--- config.mk ---
export PLATFORM = sky130hd
export DESIGN_NAME = vp_rename
export DESIGN_NICKNAME = d
export VERILOG_FILES = /design/src/rtl/rn_pkg.sv /design/src/rtl/rn_free_list.sv /design/src/rtl/rn_alias_map.sv /design/src/rtl/rn_bind_table.sv /design/src/rtl/rn_history.sv /design/src/rtl/vp_rename.sv
export SDC_FILE = /design/constraint.sdc
export NUM_CORES = 2
export LEC_CHECK = 0
export ABC_CLOCK_PERIOD_IN_PS = 5440
export BUFFER_PORTS_ARGS = -buffer_cell sky130_fd_sc_hd__buf_2
export CORE_MARGIN = 1
export CORE_UTILIZATION = 53
export DETAILED_ROUTE_END_ITERATION = 8
export PLACE_DENSITY = 0.74
export SYNTH_ARGS = -nofsm -noshare
export SYNTH_HDL_FRONTEND = slang
export SYNTH_HIERARCHICAL = 1
export SYNTH_SLANG_ARGS = --single-unit
--- constraint.sdc ---
create_clock -name clk -period 5.44 [get_ports clk]
set_clock_uncertainty 0.05 [all_clocks]
set_input_delay 0 -clock clk [delete_from_list [all_inputs] [get_ports clk]]
set_output_delay 0 -clock clk [all_outputs]
set_load 0.02 [all_outputs]
--- src/rtl/rn_pkg.sv ---
`timescale 1ns/1ps
package rn_pkg;
    localparam int unsigned LOG_N  = 32;
    localparam int unsigned TAG_N  = 64;
    localparam int unsigned PHYS_N = 48;
    localparam int unsigned HIST_N = 32;

    localparam int unsigned LOG_W  = $clog2(LOG_N);
    localparam int unsigned TAG_W  = $clog2(TAG_N);
    localparam int unsigned PHYS_W = $clog2(PHYS_N);
    localparam int unsigned HCNT_W = $clog2(HIST_N + 1);

    typedef logic [LOG_W-1:0]  lreg_t;
    typedef logic [TAG_W-1:0]  tag_t;
    typedef logic [PHYS_W-1:0] preg_t;
    typedef logic [HCNT_W-1:0] hcnt_t;

    typedef struct packed {
        logic  bound;
        preg_t preg;
    } bind_ent_t;

    typedef struct packed {
        logic      accept;
        tag_t      tag;
        bind_ent_t ent;
    } release_t;

    typedef struct packed {
        tag_t  tag;
        logic  rdy;
        preg_t preg;
    } src_view_t;

    function automatic src_view_t make_view(tag_t t, bind_ent_t e);
        src_view_t v;
        v.tag  = t;
        v.rdy  = e.bound;
        v.preg = e.bound ? e.preg : '0;
        return v;
    endfunction
endpackage

--- src/rtl/rn_free_list.sv ---
`timescale 1ns/1ps
module rn_free_list #(
    parameter int unsigned N          = 64,
    parameter int unsigned RESET_USED = 32,
    parameter int unsigned IDX_W      = $clog2(N)
) (
    input  logic             clk,
    input  logic             rst,
    input  logic             alloc_en,
    input  logic             rel_en,
    input  logic [IDX_W-1:0] rel_idx,
    output logic             any_free,
    output logic [IDX_W-1:0] alloc_idx,
    output logic [N-1:0]     free_vec
);
    logic [N-1:0] vec_q;

    always_comb begin
        any_free  = 1'b0;
        alloc_idx = '0;
        for (int i = int'(N) - 1; i >= 0; i--) begin
            if (vec_q[i]) begin
                any_free  = 1'b1;
                alloc_idx = IDX_W'(i);
            end
        end
    end

    always_ff @(posedge clk) begin
        if (rst) begin
            for (int i = 0; i < int'(N); i++) begin
                vec_q[i] <= (i >= int'(RESET_USED));
            end
        end else begin
            if (alloc_en && any_free) begin
                vec_q[alloc_idx] <= 1'b0;
            end
            if (rel_en) begin
                vec_q[rel_idx] <= 1'b1;
            end
        end
    end

    assign free_vec = vec_q;
endmodule

--- src/rtl/rn_alias_map.sv ---
`timescale 1ns/1ps
module rn_alias_map #(
    parameter int unsigned LOG_N = 32,
    parameter int unsigned TAG_W = 6,
    parameter int unsigned NRD   = 3,
    parameter int unsigned LOG_W = $clog2(LOG_N)
) (
    input  logic                      clk,
    input  logic                      rst,
    input  logic [NRD-1:0][LOG_W-1:0] rd_lreg,
    output logic [NRD-1:0][TAG_W-1:0] rd_tag,
    input  logic                      wr_en,
    input  logic [LOG_W-1:0]          wr_lreg,
    input  logic [TAG_W-1:0]          wr_tag
);
    logic [TAG_W-1:0] tbl_q [LOG_N];

    for (genvar g = 0; g < int'(NRD); g++) begin : g_rd
        assign rd_tag[g] = tbl_q[rd_lreg[g]];
    end

    always_ff @(posedge clk) begin
        if (rst) begin
            for (int i = 0; i < int'(LOG_N); i++) begin
                tbl_q[i] <= TAG_W'(i);
            end
        end else if (wr_en) begin
            tbl_q[wr_lreg] <= wr_tag;
        end
    end
endmodule

--- src/rtl/rn_bind_table.sv ---
`timescale 1ns/1ps
module rn_bind_table
    import rn_pkg::*;
#(
    parameter int unsigned NRD         = 3,
    parameter int unsigned RESET_BOUND = 32
) (
    input  logic                  clk,
    input  logic                  rst,
    input  tag_t [NRD-1:0]        rd_tag,
    output bind_ent_t [NRD-1:0]   rd_ent,
    input  logic                  set_en,
    input  tag_t                  set_tag,
    input  preg_t                 set_preg,
    input  logic                  clr_en,
    input  tag_t                  clr_tag,
    output logic [TAG_N-1:0]      bound_vec
);
    bind_ent_t ent_q [TAG_N];

    for (genvar g = 0; g < int'(NRD); g++) begin : g_rd
        assign rd_ent[g] = ent_q[rd_tag[g]];
    end

    for (genvar t = 0; t < int'(TAG_N); t++) begin : g_vec
        assign bound_vec[t] = ent_q[t].bound;
    end

    always_ff @(posedge clk) begin
        if (rst) begin
            for (int i = 0; i < int'(TAG_N); i++) begin
                ent_q[i].bound <= (i < int'(RESET_BOUND));
                ent_q[i].preg  <= (i < int'(RESET_BOUND)) ? PHYS_W'(i) : '0;
            end
        end else begin
            if (clr_en) begin
                ent_q[clr_tag].bound <= 1'b0;
            end
            if (set_en) begin
                ent_q[set_tag].bound <= 1'b1;
                ent_q[set_tag].preg  <= set_preg;
            end
        end
    end
endmodule

--- src/rtl/rn_history.sv ---
`timescale 1ns/1ps
module rn_history #(
    parameter int unsigned DEPTH = 32,
    parameter int unsigned W     = 6,
    parameter int unsigned PTR_W = $clog2(DEPTH),
    parameter int unsigned CNT_W = $clog2(DEPTH + 1)
) (
    input  logic             clk,
    input  logic             rst,
    input  logic             push,
    input  logic [W-1:0]     push_data,
    input  logic             pop,
    output logic [W-1:0]     head_data,
    output logic             full,
    output logic             empty,
    output logic [CNT_W-1:0] count
);
    logic [W-1:0]     mem_q [DEPTH];
    logic [PTR_W-1:0] rd_q, wr_q;
    logic [CNT_W-1:0] cnt_q;

    function automatic logic [PTR_W-1:0] bump(logic [PTR_W-1:0] p);
        return (p == PTR_W'(DEPTH - 1)) ? '0 : p + 1'b1;
    endfunction

    always_ff @(posedge clk) begin
        if (rst) begin
            rd_q  <= '0;
            wr_q  <= '0;
            cnt_q <= '0;
        end else begin
            if (push) begin
                mem_q[wr_q] <= push_data;
                wr_q        <= bump(wr_q);
            end
            if (pop) begin
                rd_q <= bump(rd_q);
            end
            cnt_q <= cnt_q + CNT_W'(push) - CNT_W'(pop);
        end
    end

    assign head_data = mem_q[rd_q];
    assign full      = (cnt_q == CNT_W'(DEPTH));
    assign empty     = (cnt_q == '0);
    assign count     = cnt_q;
endmodule

--- src/rtl/vp_rename.sv ---
`timescale 1ns/1ps
module vp_rename
    import rn_pkg::*;
(
    input  logic  clk,
    input  logic  rst,
    input  logic  dec_valid,
    input  lreg_t dec_src_a,
    input  lreg_t dec_src_b,
    input  lreg_t dec_dst,
    output logic  dec_ready,
    output tag_t  dec_dst_tag,
    output tag_t  dec_a_tag,
    output logic  dec_a_rdy,
    output preg_t dec_a_phys,
    output tag_t  dec_b_tag,
    output logic  dec_b_rdy,
    output preg_t dec_b_phys,
    input  logic  wb_valid,
    input  tag_t  wb_tag,
    output logic  wb_grant,
    output preg_t wb_phys,
    input  logic  cm_valid,
    output logic  cm_accept,
    output tag_t  cm_rel_tag,
    output logic  cm_rel_phys_vld,
    output preg_t cm_rel_phys
);
    localparam int unsigned RD_A   = 0;
    localparam int unsigned RD_B   = 1;
    localparam int unsigned RD_DST = 2;
    localparam int unsigned RD_OLD = 2;

    logic                    dec_fire;
    logic                    tag_any, phys_any;
    tag_t                    tag_new;
    preg_t                   phys_new;
    logic [TAG_N-1:0]        tag_free_vec;
    logic [PHYS_N-1:0]       phys_free_vec;
    logic [TAG_N-1:0]        bound_vec;
    lreg_t [2:0]             map_rd_lreg;
    tag_t  [2:0]             map_rd_tag;
    tag_t  [2:0]             bt_rd_tag;
    bind_ent_t [2:0]         bt_rd_ent;
    logic                    hist_full, hist_empty;
    tag_t                    hist_head;
    hcnt_t                   hist_cnt;
    src_view_t               view_a, view_b;
    release_t                rel;

    // decode side
    assign dec_ready = tag_any && !hist_full;
    assign dec_fire  = dec_valid && dec_ready;

    assign map_rd_lreg[RD_A]   = dec_src_a;
    assign map_rd_lreg[RD_B]   = dec_src_b;
    assign map_rd_lreg[RD_DST] = dec_dst;

    rn_alias_map #(.LOG_N(LOG_N), .TAG_W(TAG_W), .NRD(3)) u_alias (
        .clk     (clk),
        .rst     (rst),
        .rd_lreg (map_rd_lreg),
        .rd_tag  (map_rd_tag),
        .wr_en   (dec_fire),
        .wr_lreg (dec_dst),
        .wr_tag  (tag_new)
    );

    rn_free_list #(.N(TAG_N), .RESET_USED(LOG_N)) u_tag_free (
        .clk       (clk),
        .rst       (rst),
        .alloc_en  (dec_fire),
        .rel_en    (rel.accept),
        .rel_idx   (rel.tag),
        .any_free  (tag_any),
        .alloc_idx (tag_new),
        .free_vec  (tag_free_vec)
    );

    rn_history #(.DEPTH(HIST_N), .W(TAG_W)) u_hist (
        .clk       (clk),
        .rst       (rst),
        .push      (dec_fire),
        .push_data (map_rd_tag[RD_DST]),
        .pop       (rel.accept),
        .head_data (hist_head),
        .full      (hist_full),
        .empty     (hist_empty),
        .count     (hist_cnt)
    );

    // storage binding side
    assign bt_rd_tag[RD_A]   = map_rd_tag[RD_A];
    assign bt_rd_tag[RD_B]   = map_rd_tag[RD_B];
    assign bt_rd_tag[RD_OLD] = hist_head;

    rn_bind_table #(.NRD(3), .RESET_BOUND(LOG_N)) u_bind (
        .clk       (clk),
        .rst       (rst),
        .rd_tag    (bt_rd_tag),
        .rd_ent    (bt_rd_ent),
        .set_en    (wb_grant),
        .set_tag   (wb_tag),
        .set_preg  (phys_new),
        .clr_en    (rel.accept),
        .clr_tag   (rel.tag),
        .bound_vec (bound_vec)
    );

    rn_free_list #(.N(PHYS_N), .RESET_USED(LOG_N)) u_phys_free (
        .clk       (clk),
        .rst       (rst),
        .alloc_en  (wb_grant),
        .rel_en    (rel.accept && rel.ent.bound),
        .rel_idx   (rel.ent.preg),
        .any_free  (phys_any),
        .alloc_idx (phys_new),
        .free_vec  (phys_free_vec)
    );

    assign wb_grant = wb_valid && !bound_vec[wb_tag] && phys_any;
    assign wb_phys  = wb_grant ? phys_new : '0;

    // commit side
    always_comb begin
        rel.accept = cm_valid && !hist_empty;
        rel.tag    = hist_head;
        rel.ent    = bt_rd_ent[RD_OLD];
    end

    assign cm_accept       = rel.accept;
    assign cm_rel_tag      = rel.tag;
    assign cm_rel_phys_vld = rel.ent.bound;
    assign cm_rel_phys     = rel.ent.bound ? rel.ent.preg : '0;

    // source views
    assign view_a = make_view(map_rd_tag[RD_A], bt_rd_ent[RD_A]);
    assign view_b = make_view(map_rd_tag[RD_B], bt_rd_ent[RD_B]);

    assign dec_dst_tag = tag_new;
    assign dec_a_tag   = view_a.tag;
    assign dec_a_rdy   = view_a.rdy;
    assign dec_a_phys  = view_a.preg;
    assign dec_b_tag   = view_b.tag;
    assign dec_b_rdy   = view_b.rdy;
    assign dec_b_phys  = view_b.preg;
endmodule

=== Yosys cells after proc, flatten, opt, wreduce, memory -nomap -nowiden ===
Memory sizes are Yosys's and may differ from the RTL's. A register that Yosys moved wholly into a read port is not among the register bits.
Index checks and enable logic that the tools add are counted.

* Bits in writable memories: 832
* Bits in registers: 128
* Logic and storage cells: 317
* Input port bits: 26
* Output and inout bits: 54
* Bits in latches: 0
* Memories: 3
* Memory bits (read-only): 0

* Order comparisons: 9
* Bitwise logic cells: 6
* Eq/ne operators: 3
* Add/sub/neg operators: 4
* Reduce and logical (&&, ||, !) cells: 19
* Shift-type cells: 0
* Muxes and demuxes: 268
* Div/mod/pow operators: 0
* Multipliers: 0

{| class="wikitable"
|+ Memories
! memory !! words !! bits a word !! read ports !! clocked after Yosys merged registers in !! wr ports !! RTL line !! source
|-
| u_bind.ent_q || 64 || 7 || 67 || 0 || 64 || rn_bind_table.sv:19 || <nowiki>bind_ent_t ent_q [TAG_N];</nowiki>
|-
| u_alias.tbl_q || 32 || 6 || 3 || 0 || 32 || rn_alias_map.sv:16 || <nowiki>logic [TAG_W-1:0] tbl_q [LOG_N];</nowiki>
|-
| u_hist.mem_q || 32 || 6 || 1 || 1 || 1 || rn_history.sv:18 || <nowiki>logic [W-1:0] mem_q [DEPTH];</nowiki>
|}

{| class="wikitable"
|+ Operators by type and width
! operator !! number
|-
| 6-bit 2-to-1 mux || 119
|-
| 64-bit 2-to-1 mux || 3
|-
| 48-bit 2-to-1 mux || 3
|-
| 1-bit 2-to-1 mux || 130
|-
| 64-bit AND || 1
|-
| 64-bit NOT || 1
|-
| 64-bit bitwise OR || 1
|-
| 48-bit AND || 1
|-
| 48-bit NOT || 1
|-
| 48-bit bitwise OR || 1
|-
| 6-bit by 7-bit less-than comparator with 1-bit output (second input constant) || 5
|-
| 5-bit 2-to-1 mux || 5
|-
| 1-bit demux with 6-bit select || 4
|-
| 6-bit by 1-bit >= comparator with 1-bit output (second input constant) || 4
|-
| 7-bit 2-to-1 mux || 2
|-
| 7-bit OR reduction || 2
|-
| 1-bit logical AND || 12
|-
| 5-bit by 1-bit adder with 5-bit output (second input constant) || 2
|-
| 5-bit equality test (second input constant) || 2
|-
| 6-bit by 1-bit adder with 6-bit output || 1
|-
| 1-bit binary-select mux with 6-bit select || 1
|-
| 6-bit equality test (second input constant) || 1
|-
| 6-bit zero test || 1
|-
| 6-bit OR reduction || 1
|-
| 3 further kinds || 5
|}

=== Logic depth before layout (Yosys ltp) ===
* Depth in word-level cells: 74
* Gate-level depth with buffers: 20
* Mapped depth without buffers: 14

=== Modules after synthesis ===
Netlist, hierarchy kept.

{| class="wikitable"
|+ By module, submodules not included
! module !! area each (µm²) !! cells each !! seq. area each (µm²) !! times used
|-
| rn_bind_table || 28,825.1 || 2,183 || 12,812.3 || 1
|-
| rn_alias_map || 12,065.3 || 738 || 5,765.5 || 1
|-
| rn_history || 8,660.8 || 516 || 6,185.9 || 1
|-
| rn_free_list at u_tag_free || 3,593.4 || 491 || 1,281.2 || 1
|-
| rn_free_list at u_phys_free || 2,889.0 || 366 || 960.9 || 1
|-
| vp_rename || 920.9 || 100 || 0.0 || 1
|}

=== Least setup slack after synthesis ===
OpenSTA, ideal clock, no wires.

* Path kind: register -> register
* From: register (tool-made name)
* To: register u_phys_free.vec_q[12] (netlist: u_phys_free/free_vec[12])
* Setup slack: 770 ps
* Cell stages (with the launch flop): 19
* Period minus slack after synthesis: 4,670 ps
* Arrival: 4,535 ps
* Path buffers: 5
* Library setup time: 86 ps
* Data required time: 5,304 ps
* Cells stage by stage: dfxtp_1 -> buf_6 -> buf_2 -> mux4_2 -> a221oi_2 -> nand3_1 -> buf_6 -> buf_12 -> buf_12 -> mux4_2 -> o22ai_1 -> a2111oi_0 -> a221o_1 -> and2_1 -> nand2_1 -> nor3_1 -> nand2_1 -> and3_1 -> a211oi_1

{| class="wikitable"
|+ RTL lines
! what !! RTL line !! source
|-
| to (signal, indexed assignment) || rn_free_list.sv:32 || <nowiki>vec_q[i] <= (i >= int'(RESET_USED));</nowiki>
|-
| to (decl) || rn_free_list.sv:16 || <nowiki>logic [N-1:0] vec_q;</nowiki>
|}

==> reports/results.txt <==
Post-synth ARST share -> 0%
Syn nets -> 4437
CP top delay family -> compound AO/OA/AOI/OAI gates
Peak supply drop -> 0.512 mV
Worst-margin pin slew -> 1.35 ns
Vias per cell -> 7.14
P&R area growth vs syn -> 7.90%
Layout Cells excl Fill -> 5754
Vias in the first global route -> 39400
H-tree depth -> 3
Share of layout cells above drive strength 1 -> 23.7%
Final Hold Fails -> 0
Die width -> 330 um
Insertion delay to the later sink of the worst-skew pair -> 0.71 ns
Post-Place Cells -> 5549
Crit path cell chain -> buf_12 -> mux4_1 -> a22o_1 -> a221oi_2 -> nand3_4 -> buf_12 -> mux4_2 -> mux2i_1 -> a211oi_1 -> a22o_1 -> nand2_1 -> nor3_1 -> nand2_1 -> and3_1 -> a211oi_1
Core ar. -> 0.106 mm2
Number of synthesized flops with an enable pin -> 768
Slowest CP cell -> mux4_1
Max frequency -> 186 MHz
FF+latch area -> 0.0270 mm2
Hold WS -> 0.0320 ns
Hpwl dp -> 118 mm
Synth top area share -> 40.5%
Rows -> 119
Worst path buffer plus inverter count -> 2
Distinct cell type count after synthesis -> 93
Comb pwr share -> 34.6%
I/O Buffers -> 79
Mean area per synthesized cell -> 13.0 um2
Final Max Slew Viols -> 0
CTS root buf -> clkbuf_16
Setup slack after placement -> 0.281 ns
Status -> completed
1st-pass router iterations -> 8
Post-synth top area cell -> edfxtp_1
Pint -> 14800 uW
Cell leakage power -> 0.0200 uW
Crit-path max cell delay -> 0.60 ns
Yosys Warn Count -> 6
Pin count of the biggest net entering global routing -> 99
Multi-input logic area -> 0.0277 mm2
Number of synthesized register bits -> 965
Clk sink count -> 965
Rel. slew slack -> 8.92%
Clock buffer depth -> 3
Main synth FF type -> edfxtp_1
Worst setup margin -> 0.0660 ns
Top post-synthesis cells by area -> edfxtp_1, mux4_2, dfxtp_1
Vias -> 41100
Cell Area, Synth -> 0.0570 mm2
Critical Path Source Type -> flip-flop
Drt initial violations -> 6526
Setup Fix Bufs, Post-CTS -> 0
Max-cap violations -> 0
Filler Cell Count -> 8190
ANT nets after route -> 0
Remaining Overflow, GRT -> 0
Flop-to-flop setup slack -> 0.07 ns
Net Sw Frac -> 37.7%
Crit Path Class -> reg -> reg
GRT Util Overall -> 32.2%
Synthesized instance count -> 4394
Util after Layout -> 58.1%
Clock-pin slew on the worst setup and hold paths -> 0.06 ns
Num CTS Buffers -> 102
Clock share of power -> 29.9%
Initial antenna violation count -> 11
P_sw -> 8950 uW
RePlAce Congestion -> 0.974
Final net count -> 4314
Setup-failing EPs final -> 0
Tmin final -> 5.37 ns
Setup TNS -> 0 ns
DIE HEIGHT -> 330 um
Sequential share of power -> 35.5%
First-pass GRT wire length -> 259 mm
CP endpoint kind -> flip-flop
TritonCTS clock tree -> yes
Largest fanout on the critical path -> 45
Seq/Total Area, Yosys -> 47.4%
Fin crit share -> 98.8%
Hold Crit Class -> in -> reg
Arr. time, crit path -> 5.95 ns
WP data required -> 6.02 ns
Starting Density -> 53.8%
Remaining routing DRC violations -> 0
Setup repair after global routing missed its margin -> no
Num ports -> 80
Die Area -> 0.109 mm2
WL/cell -> 30.4 um
Cell Pwr Density -> 386 mW/mm2
Routed WL -> 175 mm
Yosys cell counts (all sizes together) (18+ instances only):
cell and n:
edfxtp 768, mux4 541, and2 441, nor2 243
buf 222, clkbuf 205, dfxtp 197, nand2 197
or3 171, o21ai 166, a21oi 149, mux2i 104
or2 100, o22ai 82, nand3 73, nor2b 67
a22oi 50, o31ai 44, nor3 43, inv 41
nand2b 41, nor4 40, mux2 34, a211oi 33
a221oi 32, nand3b 29, o221ai 24, and3 20
a221o 19, o21bai 19, or3b 18
power groups by stage:
stage	Clock (uW)	Combinational (uW)	Sequential (uW)
floorplan	0	5000	8470
global placement	0	7850	8570
detailed placement	0	7920	8580
CTS	7150	7960	8430
global route	7430	8480	8460
finish	7090	8220	8440
registers in the layout, indices dropped and copies added, names as in the netlist, named ones only:
| signal | flops |
|---|---|
| u_bind/ent_q | 448 |
| u_hist/mem_q | 192 |
| u_hist/count | 6 |
| u_hist/wr_q | 5 |
| u_hist/rd_q | 5 |
| u_tag_free/free_vec | 64 |
| u_alias/tbl_q | 192 |
| u_phys_free/free_vec | 48 |
path summary, 6_finish.rpt:
path,startpoint,to,cells past startpoint
worst max-delay path,flip-flop,u_phys_free/free_vec[12]$_SDFF_PP0_,15
worst min-delay path,dec_dst[0],u_alias/tbl_q[9][3]$_SDFFCE_PN1P_,3
worst max register to register,flip-flop,u_phys_free/free_vec[12]$_SDFF_PP0_,15
worst min register to register,u_tag_free/free_vec[62]$_SDFF_PP1_,u_tag_free/free_vec[62]$_SDFF_PP1_,2
layout by cell type (no fill, tap or decap), types with 17 or more instances in the layout:
cell type    n
inv_1       40
clkbuf_16  104
and2_1     441
edfxtp_1   768
mux2_2      30
nor3_1      38
a221o_1     19
a221oi_1    30
nand2b_1    41
nor4_1      35
mux4_1      48
mux2i_1    104
dfxtp_1    196
nand2_1    196
clkinv_1    17
mux4_2     493
o21bai_1    18
o21ai_1     18
buf_4      104
and3_1      20
nand3_1     67
nor2b_1     65
nand3b_1    29
a211oi_1    31
o21ai_0    146
a22oi_1     50
o221ai_1    24
buf_2       77
clkbuf_1    23
or3_1      170
or2_2      100
o31ai_1     44
o22ai_1     82
a21oi_1    144
nor2_1     239
cell type report:
| class | instances | area share [%] |
|---|---|---|
| multi-input cells | 2961 | 45.1 |
| flip-flops and latches | 965 | 43.9 |
| clock buffers | 131 | 4.44 |
| well taps | 1391 | 2.83 |
| repair buffers | 200 | 2.36 |
| clock inverters | 57 | 1.03 |
| inverters | 41 | 0.254 |
| diodes | 8 | 0.0326 |
what timing repair did:
action | CTS | global route
endpoints found under the setup margin | 0 | 3
hold buffers | 9 | 0
hold endpoints to repair | 56 | 0
resized for setup | 0 | 3
through the flow:
step	total power [uW]	area, um2
final	23800	61500
after global routing	24400	61400
after CTS	23500	61400
after detailed placement	16500	58000
after global placement	16400	58000
after floorplan	13500	57000
logic make-up (layout without fill, tap and decap cells):
| group | after synthesis | after routing | synth area share [%] |
|---|---|---|---|
| compound gates | 711 | 711 | 8.38 |
| xor+xnor | 3 | 3 | 0.0461 |
| fa+ha+maj | 17 | 17 | 0.387 |
| buf+inv | 468 | 429 | 4.29 |
| flops | 965 | 965 | 47.4 |
| mux | 679 | 679 | 24.2 |
| other cells | 0 | 8 | 0 |
| simple gates | 1551 | 1551 | 15.3 |
metal layers:
layer / share of wire, % / up-vias / track usage [%]
met1: 36 / 20400 / 43.1
li1: - / 17100 / -
met4: 5.5 / 4 / 15.6
met3: 13 / 590 / 8.09
met2: 46 / 3021 / 49.1
met5: 0.019 / - / 0
worst register-to-register path, cell delays in order, from the launching register on:
cell and delay (ns):
dfxtp_1 0.35, buf_12 0.23, mux4_1 0.61, a22o_1 0.26
a221oi_2 0.30, nand3_4 0.42, buf_12 0.40, mux4_2 0.44
mux2i_1 0.11, a211oi_1 0.56, a22o_1 0.32, nand2_1 0.13
nor3_1 0.58, nand2_1 0.12, and3_1 0.22, a211oi_1 0.21
Note: power is estimated with default switching activity, not from simulation.
